[src/rtl/xfer_target_unit.sv]
module xfer_target_unit #(
  parameter int W   = 16,
  parameter int VW  = 8
) (
  input  logic         clk,
  input  logic         rst_n,
  input  logic         issue,
  input  logic [W-1:0] ir,
  input  logic [W-1:0] pc_inc,
  input  logic [W-1:0] reg_val,
  input  logic [W-1:0] mem_rdata,
  output logic [2:0]   rf_sel,
  output logic         pc_load,
  output logic [W-1:0] pc_next,
  output logic         link_we,
  output logic [W-1:0] link_data,
  output logic         mem_re,
  output logic [W-1:0] mem_addr,
  output logic         busy
);
  localparam logic [3:0] OP_TRAP = 4'b1111;
  localparam logic [3:0] OP_CALL = 4'b0100;
  localparam logic [3:0] OP_JUMP = 4'b1100;
  localparam int OFFW = 11;
  localparam int MODE_BIT = 11;

  logic         fetch_q;
  logic [W-1:0] ret_q;

  wire [3:0] opc   = ir[W-1 -: 4];
  wire       go    = issue & ~fetch_q;
  wire       t_trp = go & (opc == OP_TRAP);
  wire       t_cal = go & (opc == OP_CALL);
  wire       t_jmp = go & (opc == OP_JUMP);
  wire       use_reg = t_jmp | (t_cal & ~ir[MODE_BIT]);

  wire [W-1:0] rel_tgt = pc_inc + {{(W-OFFW){ir[OFFW-1]}}, ir[OFFW-1:0]};

  always_ff @(posedge clk) begin
    if (!rst_n) begin
      fetch_q <= 1'b0;
      ret_q   <= '0;
    end else begin
      fetch_q <= t_trp;
      if (t_trp) ret_q <= pc_inc;
    end
  end

  assign rf_sel    = ir[8:6];
  assign busy      = fetch_q;
  assign mem_re    = t_trp;
  assign mem_addr  = {{(W-VW){1'b0}}, ir[VW-1:0]};
  assign pc_load   = fetch_q | (go & (opc != OP_TRAP));
  assign pc_next   = fetch_q ? mem_rdata :
                     use_reg ? reg_val   :
                     t_cal   ? rel_tgt   : pc_inc;
  assign link_we   = fetch_q | t_cal;
  assign link_data = fetch_q ? ret_q : pc_inc;
endmodule

[config.mk]
export PLATFORM = sky130hd
export DESIGN_NAME = xfer_target_unit
export DESIGN_NICKNAME = d
export VERILOG_FILES = /design/src/rtl/xfer_target_unit.sv
export SDC_FILE = /design/constraint.sdc
export NUM_CORES = 1
export LEC_CHECK = 0
export CAP_MARGIN = 20
export CORE_MARGIN = 2
export CORE_UTILIZATION = 55
export CTS_CLUSTER_SIZE = 14
export DETAILED_ROUTE_END_ITERATION = 7
export DONT_BUFFER_PORTS = 1
export PLACE_DENSITY = 0.73
export SLEW_MARGIN = 20
export SYNTH_ARGS = -nofsm -noshare
export SYNTH_HDL_FRONTEND = slang
export SYNTH_SLANG_ARGS = --single-unit
[constraint.sdc]
create_clock -name clk -period 4 [get_ports clk]
set_clock_uncertainty 0.15 [all_clocks]
set_input_delay 0.8 -clock clk [delete_from_list [all_inputs] [get_ports clk]]
set_output_delay 0.8 -clock clk [all_outputs]
set_load 0.01 [all_outputs]
==> results of run 1 <==
-- cells by family after synthesis --
group,Yosys count,synth area share
and+or+nand+nor,145,0.3020
muxes,19,0.08874
AOI/OAI and AO/OA,92,0.2662
buffers and inverters,42,0.09963
DFF,17,0.1412
adders and majority gates,16,0.08614
xor gates and xnor gates,4,0.01453
other,1,0.001555
-- power by group --
group	switching [uW]	internal (uW)
clock network	55.5	70.6
registers	1.01	171
logic	112	75.6
total	169	318
-- metrics by stage --
stage / area (um^2) / util / cells
after global placement: 2316 / 0.5393 / 362
after floorplan: 2437 / - / 343
after CTS: 2361 / 0.5498 / 366
final: 2361 / 0.5498 / 366
after detailed placement: 2316 / 0.5393 / 362
after global routing: 2361 / 0.5498 / 366
-- cell type report --
type / count / area [um^2] / area share
timing repair buffer: 5 / 37.54 / 0.01590
sequential: 17 / 341.6 / 0.1447
multi-input combinational: 284 / 1857 / 0.7864
inverter: 4 / 15.01 / 0.006359
tap: 52 / 65.06 / 0.02756
clock buffer: 4 / 45.04 / 0.01908
-- path summary, 6_finish.rpt --
check,from,to,slack (ps),depth (start not counted)
setup / recovery,ir[0],pc_next[10],180,7
hold / removal,ret_q[6],ret_q[6],310,2
setup reg to reg,busy,ret_q[0],1810,5
hold reg to reg,ret_q[6],ret_q[6],310,2
-- routing by layer --
layer	vias to the layer above	track usage	part of all wire
li1	1163	-	-
met1	1077	0.3268	0.42
met2	130	0.4698	0.48
met3	8	0.06494	0.090
met4	0	0.04701	0.013
met5	-	0	0
-- cell usage in the layout, fill, tap and decap left out, types with 3 or more instances in the layout --
cell type                  count
sky130_fd_sc_hd__and2_1        6
sky130_fd_sc_hd__clkbuf_8      3
sky130_fd_sc_hd__mux2_2       19
sky130_fd_sc_hd__o31ai_1       5
sky130_fd_sc_hd__nand3_1      12
sky130_fd_sc_hd__nand2b_1      3
sky130_fd_sc_hd__ha_1         15
sky130_fd_sc_hd__conb_1        8
sky130_fd_sc_hd__o31a_1        4
sky130_fd_sc_hd__o211ai_1      5
sky130_fd_sc_hd__nor3b_1       3
sky130_fd_sc_hd__a21oi_1      15
sky130_fd_sc_hd__and3_1        5
sky130_fd_sc_hd__xor2_1        3
sky130_fd_sc_hd__nor2_1       21
sky130_fd_sc_hd__o21ai_0      13
sky130_fd_sc_hd__buf_4         5
sky130_fd_sc_hd__a21o_1        8
sky130_fd_sc_hd__a31oi_1       5
sky130_fd_sc_hd__a211oi_1      5
sky130_fd_sc_hd__nor3_1        8
sky130_fd_sc_hd__a21boi_0     16
sky130_fd_sc_hd__nor4_1        9
sky130_fd_sc_hd__dfxtp_1      16
sky130_fd_sc_hd__nand2_1      61
sky130_fd_sc_hd__and4_1        3
sky130_fd_sc_hd__inv_1         3
-- state kept, by name, summed over array words and instances (netlist names) --
register  count
busy          1
ret_q        16
-- critical path: stages --
cell,delay [ps]
sky130_fd_sc_hd__ha_1,220
sky130_fd_sc_hd__fa_1,430
sky130_fd_sc_hd__a211oi_1,320
sky130_fd_sc_hd__o21ai_0,350
sky130_fd_sc_hd__a31oi_1,270
sky130_fd_sc_hd__xnor2_1,100
sky130_fd_sc_hd__a221o_1,380
==> impl_metrics.prom, run 1 <==
# TYPE chip_impl_metric gauge
chip_impl_metric{name="placement.io_buffers",unit=""} 0
chip_impl_metric{name="hold_violations",unit=""} 0
chip_impl_metric{name="htree_levels",unit=""} 1
chip_impl_metric{name="dr.first_iter.drc_count",unit=""} 149
chip_impl_info{name="setup_repair_after_global_routing_missed_its_margin",value="false"} 1
chip_impl_metric{name="seq_area_frac_synth",unit=""} 0.1412
chip_impl_metric{name="number_of_vias_after_detailed_routing",unit=""} 2378
chip_impl_metric{name="fill_cells",unit=""} 435
chip_impl_metric{name="io-pin-count",unit=""} 122
chip_impl_metric{name="power.leakage",unit="uW"} 0.0008574
chip_impl_metric{name="timing_worst_slew_pin_value",unit="ps"} 763.6
chip_impl_metric{name="synth_cell_types",unit=""} 53
chip_impl_info{name="postSynth.topFlopCell",value="sky130_fd_sc_hd__dfxtp_1"} 1
chip_impl_metric{name="fin_crit_sh",unit=""} 0.9543
chip_impl_metric{name="final-max-slew-violation-count",unit=""} 0
chip_impl_info{name="cts_tree",value="done"} 1
chip_impl_info{name="worstSetupPathType",value="input port to output port"} 1
chip_impl_metric{name="design.final.nets",unit=""} 398
chip_impl_metric{name="drc_errors_left",unit=""} 0
chip_impl_info{name="clk_root_buffer_cell",value="sky130_fd_sc_hd__clkbuf_8"} 1
chip_impl_info{name="ys_top_cells_by_area",value="sky130_fd_sc_hd__dfxtp_1, sky130_fd_sc_hd__nand2_1, sky130_fd_sc_hd__mux2_2, sky130_fd_sc_hd__ha_1, sky130_fd_sc_hd__buf_4"} 1
chip_impl_metric{name="cts_resized",unit=""} 0
chip_impl_metric{name="start_util",unit=""} 0.5615
chip_impl_metric{name="dr.pass1.iters",unit=""} 4
chip_impl_metric{name="syn_inst",unit=""} 336
chip_impl_metric{name="crit_required",unit="ps"} 3050
chip_impl_metric{name="totalNegativeSetupSlack",unit="ps"} 0
chip_impl_metric{name="route.final.wire_length",unit="mm"} 6.913
chip_impl_metric{name="ys_async_sr_fraction",unit=""} 0
chip_impl_metric{name="detail-route-antenna-nets",unit=""} 0
chip_impl_metric{name="cts-root-to-sink-buffers",unit=""} 2
chip_impl_metric{name="dp_worst_setup_slack",unit="ps"} 219.4
chip_impl_metric{name="cts.repair_timing.setup_buffer_count",unit=""} 0
chip_impl_metric{name="cts_hold_buffers",unit=""} 0
chip_impl_info{name="synth.largest_area_cell",value="sky130_fd_sc_hd__dfxtp_1"} 1
chip_impl_metric{name="wire_length_of_the_first_global_routing_pass",unit="mm"} 10.55
chip_impl_metric{name="power.density_cell_area",unit="nW/um^2"} 206.1
chip_impl_metric{name="routedWlPerCell",unit="um"} 18.89
chip_impl_metric{name="antenna-diode-count",unit=""} 0
chip_impl_info{name="yosys-top-cells-count",value="sky130_fd_sc_hd__nand2_1, sky130_fd_sc_hd__nor2_1, sky130_fd_sc_hd__buf_4, sky130_fd_sc_hd__mux2_2, sky130_fd_sc_hd__dfxtp_1"} 1
chip_impl_metric{name="first_global_vias",unit=""} 2223
chip_impl_metric{name="overflow",unit=""} 0
chip_impl_metric{name="ys_ff_latch",unit=""} 17
chip_impl_metric{name="post_drt_via_cell_ratio",unit=""} 6.497
chip_impl_metric{name="max-slew-margin-rel",unit=""} 0.4862
chip_impl_info{name="run_status",value="completed"} 1
chip_impl_metric{name="hold_slack",unit="ps"} 307.5
chip_impl_metric{name="min_period",unit="ps"} 3817
chip_impl_metric{name="timing.critical_path.fanout_max",unit=""} 5
chip_impl_metric{name="synthesis.area_per_instance",unit="um^2"} 7.176
chip_impl_metric{name="cts_buffers",unit=""} 3
chip_impl_metric{name="die_h",unit="um"} 70.21
chip_impl_metric{name="gp_routability_congestion",unit=""} 0.9354
chip_impl_metric{name="die_width",unit="um"} 70.21
chip_impl_metric{name="clock.fmax",unit="MHz"} 262.0
chip_impl_metric{name="floorplan.rows",unit=""} 24
chip_impl_metric{name="post_route_cells_drive_above_1_share",unit=""} 0.1083
chip_impl_metric{name="clock_sinks",unit=""} 17
chip_impl_metric{name="gr-usage-all-layers",unit=""} 0.2646
chip_impl_metric{name="pin_count_of_the_biggest_net_entering_global_routing",unit=""} 55
chip_impl_metric{name="syn_to_final_growth",unit="%"} -2.076
chip_impl_metric{name="floorplan.core_area",unit="um^2"} 4294
chip_impl_metric{name="setup_viol_count_final",unit=""} 0
chip_impl_metric{name="ys_warn_count",unit=""} 0
chip_impl_metric{name="design.die.area",unit="um^2"} 4929
chip_impl_metric{name="synthesis.area",unit="um^2"} 2411
chip_impl_metric{name="totalPowerFinal",unit="uW"} 486.5
chip_impl_metric{name="grt_antenna_before_repair",unit=""} 0
chip_impl_metric{name="setup_ws",unit="ps"} 182.8
chip_impl_metric{name="dp.final_hpwl",unit="mm"} 5.521
chip_impl_metric{name="maxCapViolations",unit=""} 0
chip_impl_metric{name="power.ir.vdd_worst",unit="V"} 0.0001492
chip_impl_metric{name="clkTransAtPathRegs",unit="ps"} 60
chip_impl_info{name="hold_path.class",value="register to register"} 1
chip_impl_info{name="worst_setup_path_start_kind",value="input port"} 1
chip_impl_metric{name="synth-edff-count",unit=""} 0
chip_impl_metric{name="cp_data_arrival_time",unit="ps"} 2870
chip_impl_info{name="worstSetupEndpointType",value="output port"} 1
chip_impl_metric{name="synth_top_cell_area_share",unit=""} 0.1412
chip_impl_info{name="synth_most_common_cell",value="sky130_fd_sc_hd__nand2_1"} 1
chip_impl_metric{name="worst_skew_pair.late_latency",unit="ps"} 250
(Power assumes the default switching activity.)
==> run 2, diff against run 1 <==
==> constraint.sdc (replaced) <==
create_clock -name clk -period 4 [get_ports clk]
set_clock_uncertainty 0.15 [all_clocks]
set_input_delay 0.6 -clock clk [delete_from_list [all_inputs] [get_ports clk]]
set_output_delay 0.6 -clock clk [all_outputs]
set_load 0.01 [all_outputs]
==> run 2 against run 1 <==
Compared with the run above:
- non-clock buffer count decreased by 2
- first-iteration DRC count decreased by 15%
- count of clock-buffer cells in the layout did not move
- critical endpoint is now pc_next[11]
- highest routed layer unchanged
- core utilization decreased by 0.35 points
- final area shrank 0.64%
- setup slack better by 420 ps
- clock power hardly changed
- largest cell class unchanged
- total power about the same
==> impl_metrics.prom, run 2 (synthesis results as in run 1) <==
# TYPE chip_impl_metric gauge
chip_impl_metric{name="power.ir.vdd_worst",unit="V"} 0.0001198
chip_impl_info{name="run_status",value="completed"} 1
chip_impl_info{name="largest-register",value="ret_q"} 1
chip_impl_metric{name="antenna-diode-count",unit=""} 0
chip_impl_metric{name="sequential_cell_area",unit="um^2"} 341.6
chip_impl_metric{name="worstRegToRegCells",unit=""} 5
chip_impl_metric{name="multi_input_comb_area",unit="um^2"} 1857
chip_impl_metric{name="design.final.nets",unit=""} 396
chip_impl_metric{name="overflow",unit=""} 0
chip_impl_metric{name="totalNegativeSetupSlack",unit="ps"} 0
chip_impl_metric{name="timing.critical_path.fanout_max",unit=""} 5
chip_impl_metric{name="number_of_vias_after_detailed_routing",unit=""} 2417
chip_impl_metric{name="post_route_cells_drive_above_1_share",unit=""} 0.1026
chip_impl_info{name="final_common_cell",value="sky130_fd_sc_hd__nand2_1"} 1
chip_impl_metric{name="setup_ws",unit="ps"} 600.6
chip_impl_metric{name="cts-root-to-sink-buffers",unit=""} 2
chip_impl_metric{name="timing_worst_slew_pin_value",unit="ps"} 876.4
chip_impl_metric{name="dr.first_iter.drc_count",unit=""} 127
chip_impl_metric{name="min_period",unit="ps"} 3399
chip_impl_metric{name="grt_antenna_before_repair",unit=""} 0
chip_impl_metric{name="max-slew-margin-rel",unit=""} 0.4006
chip_impl_metric{name="fill_cells",unit=""} 431
chip_impl_metric{name="hold_violations",unit=""} 0
chip_impl_metric{name="detail-route-antenna-nets",unit=""} 0
chip_impl_metric{name="cts.repair_timing.setup_buffer_count",unit=""} 0
chip_impl_metric{name="routedWlPerCell",unit="um"} 18.80
chip_impl_metric{name="route.final.wire_length",unit="mm"} 6.842
chip_impl_metric{name="setup_viol_count_final",unit=""} 0
chip_impl_metric{name="largest_reg_flops",unit=""} 16
chip_impl_metric{name="floorplan.core_area",unit="um^2"} 4294
chip_impl_metric{name="power.density_cell_area",unit="nW/um^2"} 207.3
chip_impl_metric{name="crit_required",unit="ps"} 3250
chip_impl_info{name="hold_path.class",value="register to register"} 1
chip_impl_metric{name="power.leakage",unit="uW"} 0.0008468
chip_impl_metric{name="final_core_utilization",unit=""} 0.5463
chip_impl_metric{name="first_global_vias",unit=""} 2260
chip_impl_metric{name="gr-usage-all-layers",unit=""} 0.2744
chip_impl_metric{name="cp_data_arrival_time",unit="ps"} 2650
chip_impl_info{name="holdPathEnd",value="ret_q[6]"} 1
chip_impl_info{name="worst_setup_path_start_kind",value="input port"} 1
chip_impl_metric{name="clkTransAtPathRegs",unit="ps"} 60
chip_impl_metric{name="dp_worst_setup_slack",unit="ps"} 655.0
chip_impl_metric{name="min_delay_path_depth",unit=""} 2
chip_impl_metric{name="placement.io_buffers",unit=""} 0
chip_impl_metric{name="drc_errors_left",unit=""} 0
chip_impl_metric{name="clock.fmax",unit="MHz"} 294.2
chip_impl_metric{name="totalPowerFinal",unit="uW"} 486.3
chip_impl_metric{name="start_util",unit=""} 0.5615
chip_impl_metric{name="final-max-slew-violation-count",unit=""} 0
chip_impl_metric{name="die_h",unit="um"} 70.21
chip_impl_metric{name="cts_hold_buffers",unit=""} 0
chip_impl_metric{name="htree_levels",unit=""} 1
chip_impl_metric{name="dp.final_hpwl",unit="mm"} 5.450
chip_impl_metric{name="syn_to_final_growth",unit="%"} -2.698
chip_impl_metric{name="cts_resized",unit=""} 0
chip_impl_metric{name="cts_buffers",unit=""} 3
chip_impl_metric{name="io-pin-count",unit=""} 122
chip_impl_metric{name="fin_crit_sh",unit=""} 0.8499
chip_impl_info{name="setup_repair_after_global_routing_missed_its_margin",value="false"} 1
chip_impl_metric{name="dr.pass1.iters",unit=""} 5
chip_impl_info{name="worst_r2r_startpoint",value="busy"} 1
chip_impl_metric{name="worst_skew_pair.late_latency",unit="ps"} 250
chip_impl_info{name="clk_root_buffer_cell",value="sky130_fd_sc_hd__clkbuf_8"} 1
chip_impl_info{name="worstSetupPathType",value="input port to output port"} 1
chip_impl_metric{name="clock_sinks",unit=""} 17
chip_impl_info{name="worst_hold_startpoint",value="ret_q[6]"} 1
chip_impl_info{name="most-common-layout-cells",value="sky130_fd_sc_hd__nand2_1, sky130_fd_sc_hd__nor2_1, sky130_fd_sc_hd__mux2_2"} 1
chip_impl_metric{name="wire_length_of_the_first_global_routing_pass",unit="mm"} 10.96
chip_impl_metric{name="maxCapViolations",unit=""} 0
chip_impl_metric{name="gp_routability_congestion",unit=""} 0.9351
chip_impl_metric{name="reg2reg_setup_slack",unit="ps"} 1840
chip_impl_metric{name="post_drt_via_cell_ratio",unit=""} 6.640
chip_impl_metric{name="design.die.area",unit="um^2"} 4929
chip_impl_info{name="worstSetupEndpointType",value="output port"} 1
chip_impl_metric{name="floorplan.rows",unit=""} 24
chip_impl_info{name="cts_tree",value="done"} 1
chip_impl_info{name="r2r_end",value="ret_q[2]"} 1
chip_impl_metric{name="pin_count_of_the_biggest_net_entering_global_routing",unit=""} 55
chip_impl_metric{name="die_width",unit="um"} 70.21
## run 2: worst max-delay path by stage
stage,startpoint,to,slack (ps),cells past startpoint
global placement,ir[0],pc_next[10],690,7
CTS,ir[0],pc_next[10],660,7
finish,ir[2],pc_next[11],600,6
detailed placement,ir[0],pc_next[10],650,7
global route,ir[0],pc_next[10],480,7
floorplan,ir[0],pc_next[10],910,7
## run 2: through the flow
step	area, um^2	std cells	hold WS, ps
floorplan	2437	343	289.9
global placement	2301	360	295.7
detailed placement	2301	360	302.9
CTS	2346	364	309.9
global route	2346	364	328.5
finish	2346	364	308.7
## run 2: layout make-up
type,count,area share
multi-input cells,284,0.7915
flip-flops and latches,17,0.1456
well taps,52,0.02773
clock buffers,4,0.01920
repair buffers,3,0.009600
inverters,4,0.006400
## run 2: where the power goes
part           internal (uW)  total (uW)  leakage [uW]  switching, uW
Combinational           74.9         187      0.000686            112
Sequential               171         172      0.000138          0.972
Clock                   70.7         127     0.0000228           56.2
## run 2: worst max-delay path, cell delays in order
cell and delay (ps):
sky130_fd_sc_hd__ha_1 350, sky130_fd_sc_hd__o21a_1 230, sky130_fd_sc_hd__a211oi_1 600, sky130_fd_sc_hd__nor3_1 150
sky130_fd_sc_hd__or4b_1 480, sky130_fd_sc_hd__and3_1 240
## run 2: layer usage
layer,track usage,part of all wire,vias up
li1,-,-,1171
met1,0.3369,0.42,1102
met2,0.4942,0.48,130
met3,0.05916,0.085,14
met4,0.05128,0.017,0
met5,0,0,-
==> run 3, diff against run 2 <==
clock period = 3.2 ns   (was 4 ns; I/O delays follow)
==> run 3 against run 2 <==
Compared with the run above:
- combinational power rose by 29%
- critical path type unchanged
- highest routed layer unchanged
- final cell count rose by 1.6%
- die area did not move
- setup slack got worse by 420 ps
- first-iteration DRC count rose by 3.1%
- final area rose by 2.3%
==> impl_metrics.prom, run 3 (synthesis results as in run 1) <==
# TYPE chip_impl_metric gauge
chip_impl_metric{name="wire_length_of_the_first_global_routing_pass",unit="mm"} 10.74
chip_impl_metric{name="cts_hold_buffers",unit=""} 0
chip_impl_metric{name="post_route_cells_drive_above_1_share",unit=""} 0.1258
chip_impl_info{name="setup_repair_after_global_routing_missed_its_margin",value="false"} 1
chip_impl_metric{name="totalNegativeSetupSlack",unit="ps"} 0
chip_impl_metric{name="io-pin-count",unit=""} 122
chip_impl_info{name="run_status",value="completed"} 1
chip_impl_metric{name="drc_errors_left",unit=""} 0
chip_impl_metric{name="clkTransAtPathRegs",unit="ps"} 70
chip_impl_metric{name="dp.final_hpwl",unit="mm"} 5.461
chip_impl_metric{name="start_util",unit=""} 0.5615
chip_impl_info{name="worst_setup_path_start_kind",value="input port"} 1
chip_impl_metric{name="detail-route-antenna-nets",unit=""} 0
chip_impl_metric{name="timing_worst_slew_pin_value",unit="ps"} 663.8
chip_impl_metric{name="final_cells",unit=""} 370
chip_impl_metric{name="clock.fmax",unit="MHz"} 331.7
chip_impl_metric{name="htree_levels",unit=""} 1
chip_impl_metric{name="power.ir.vdd_worst",unit="V"} 0.0001982
chip_impl_metric{name="fin_crit_sh",unit=""} 0.9422
chip_impl_info{name="slowest_stage",value="sky130_fd_sc_hd__fa_1"} 1
chip_impl_metric{name="maxCapViolations",unit=""} 0
chip_impl_metric{name="crit_required",unit="ps"} 2570
chip_impl_metric{name="cts.repair_timing.setup_buffer_count",unit=""} 0
chip_impl_metric{name="cts_resized",unit=""} 0
chip_impl_metric{name="clock_sinks",unit=""} 17
chip_impl_metric{name="grt_antenna_before_repair",unit=""} 0
chip_impl_info{name="cts_tree",value="done"} 1
chip_impl_info{name="final_common_cell",value="sky130_fd_sc_hd__nand2_1"} 1
chip_impl_metric{name="crit_buf_inv",unit=""} 0
chip_impl_metric{name="route.final.wire_length",unit="mm"} 6.907
chip_impl_info{name="worstSetupEndpointType",value="output port"} 1
chip_impl_metric{name="max-slew-margin-rel",unit=""} 0.5460
chip_impl_info{name="crit_chain",value="ha_1, fa_1, a211oi_1, o21ai_1, a31oi_1, xnor2_1, a221o_1"} 1
chip_impl_metric{name="gp_routability_congestion",unit=""} 0.9003
chip_impl_metric{name="dr.pass1.iters",unit=""} 4
chip_impl_metric{name="gr-usage-all-layers",unit=""} 0.2709
chip_impl_metric{name="pin_count_of_the_biggest_net_entering_global_routing",unit=""} 54
chip_impl_info{name="worstSetupPathType",value="input port to output port"} 1
chip_impl_metric{name="dr.first_iter.drc_count",unit=""} 131
chip_impl_metric{name="power.density_cell_area",unit="nW/um^2"} 260.1
chip_impl_metric{name="setup_viol_count_final",unit=""} 0
chip_impl_metric{name="totalPowerFinal",unit="uW"} 624.1
chip_impl_metric{name="placement.io_buffers",unit=""} 0
chip_impl_metric{name="cts_buffers",unit=""} 3
chip_impl_metric{name="antenna-diode-count",unit=""} 0
chip_impl_metric{name="number_of_vias_after_detailed_routing",unit=""} 2437
chip_impl_metric{name="dp.cells",unit=""} 366
chip_impl_metric{name="design.final.nets",unit=""} 402
chip_impl_info{name="clk_root_buffer_cell",value="sky130_fd_sc_hd__clkbuf_8"} 1
chip_impl_metric{name="cts-root-to-sink-buffers",unit=""} 2
chip_impl_metric{name="timing.critical_path.fanout_max",unit=""} 5
chip_impl_info{name="largest-register",value="ret_q"} 1
chip_impl_metric{name="routedWlPerCell",unit="um"} 18.67
chip_impl_info{name="most-common-layout-cells",value="sky130_fd_sc_hd__nand2_1, sky130_fd_sc_hd__nor2_1, sky130_fd_sc_hd__mux2_2"} 1
chip_impl_metric{name="floorplan.rows",unit=""} 24
chip_impl_metric{name="hold_violations",unit=""} 0
chip_impl_metric{name="design.die.area",unit="um^2"} 4929
chip_impl_metric{name="min_period",unit="ps"} 3015
chip_impl_metric{name="worst_skew_pair.late_latency",unit="ps"} 250
chip_impl_metric{name="worst_path_largest_cell_delay",unit="ps"} 430
chip_impl_metric{name="first_global_vias",unit=""} 2167
chip_impl_metric{name="overflow",unit=""} 0
chip_impl_metric{name="floorplan.core_area",unit="um^2"} 4294
chip_impl_metric{name="cp_data_arrival_time",unit="ps"} 2390
chip_impl_metric{name="largest_reg_flops",unit=""} 16
chip_impl_metric{name="die_width",unit="um"} 70.21
chip_impl_metric{name="final-max-slew-violation-count",unit=""} 0
chip_impl_metric{name="power.leakage",unit="uW"} 0.0008773
chip_impl_info{name="hold_path.class",value="input port to register"} 1
chip_impl_metric{name="post_drt_via_cell_ratio",unit=""} 6.586
chip_impl_metric{name="syn_to_final_growth",unit="%"} -0.4671
chip_impl_metric{name="die_h",unit="um"} 70.21
chip_impl_info{name="timing.critical_path.max_delay_family",value="compound AO/OA/AOI/OAI gates"} 1
-- run 3: path summary, 6_finish.rpt --
check | startpoint | end | depth (start not counted) | slack, ps
setup / recovery | ir[0] | pc_next[10] | 7 | 180
hold / removal | rst_n | busy | 1 | 200
setup reg to reg | busy | ret_q[11] | 5 | 1040
hold reg to reg | ret_q[6] | ret_q[6] | 2 | 310
-- run 3: layout make-up --
cell class	count	area, um^2
multi-input combinational	284	1862
tap	52	65.06
inverter	4	15.01
clock inverter	1	7.507
fill	435	1894
clock buffer	3	41.29
timing repair buffer	9	67.56
sequential	17	341.6
-- run 3: per-stage QoR --
step / area [um^2] / worst slack [ps] / hold slack (ps) / utilization
after floorplan: 2437 / 346.2 / 289.9 / -
after global placement: 2346 / 136.0 / 295.6 / 0.5463
after detailed placement: 2346 / 110.0 / 305.5 / 0.5463
after CTS: 2395 / 110.2 / 192.5 / 0.5577
after global routing: 2400 / 69.75 / 193.0 / 0.5589
final: 2400 / 184.9 / 200.9 / 0.5589
-- run 3: routing by layer --
layer,track usage,wire (um),part of all wire,vias to the layer above
met2,0.4667,3190,0.46,138
met4,0.06838,161,0.023,0
li1,-,-,-,1176
met3,0.05628,625,0.090,14
met1,0.3446,2930,0.42,1109
met5,0,0,0,-
-- run 3: where the power goes --
group | switching [uW] | internal, uW
Combinational | 142 | 98.9
Sequential | 1.26 | 214
Clock | 80.2 | 87.8
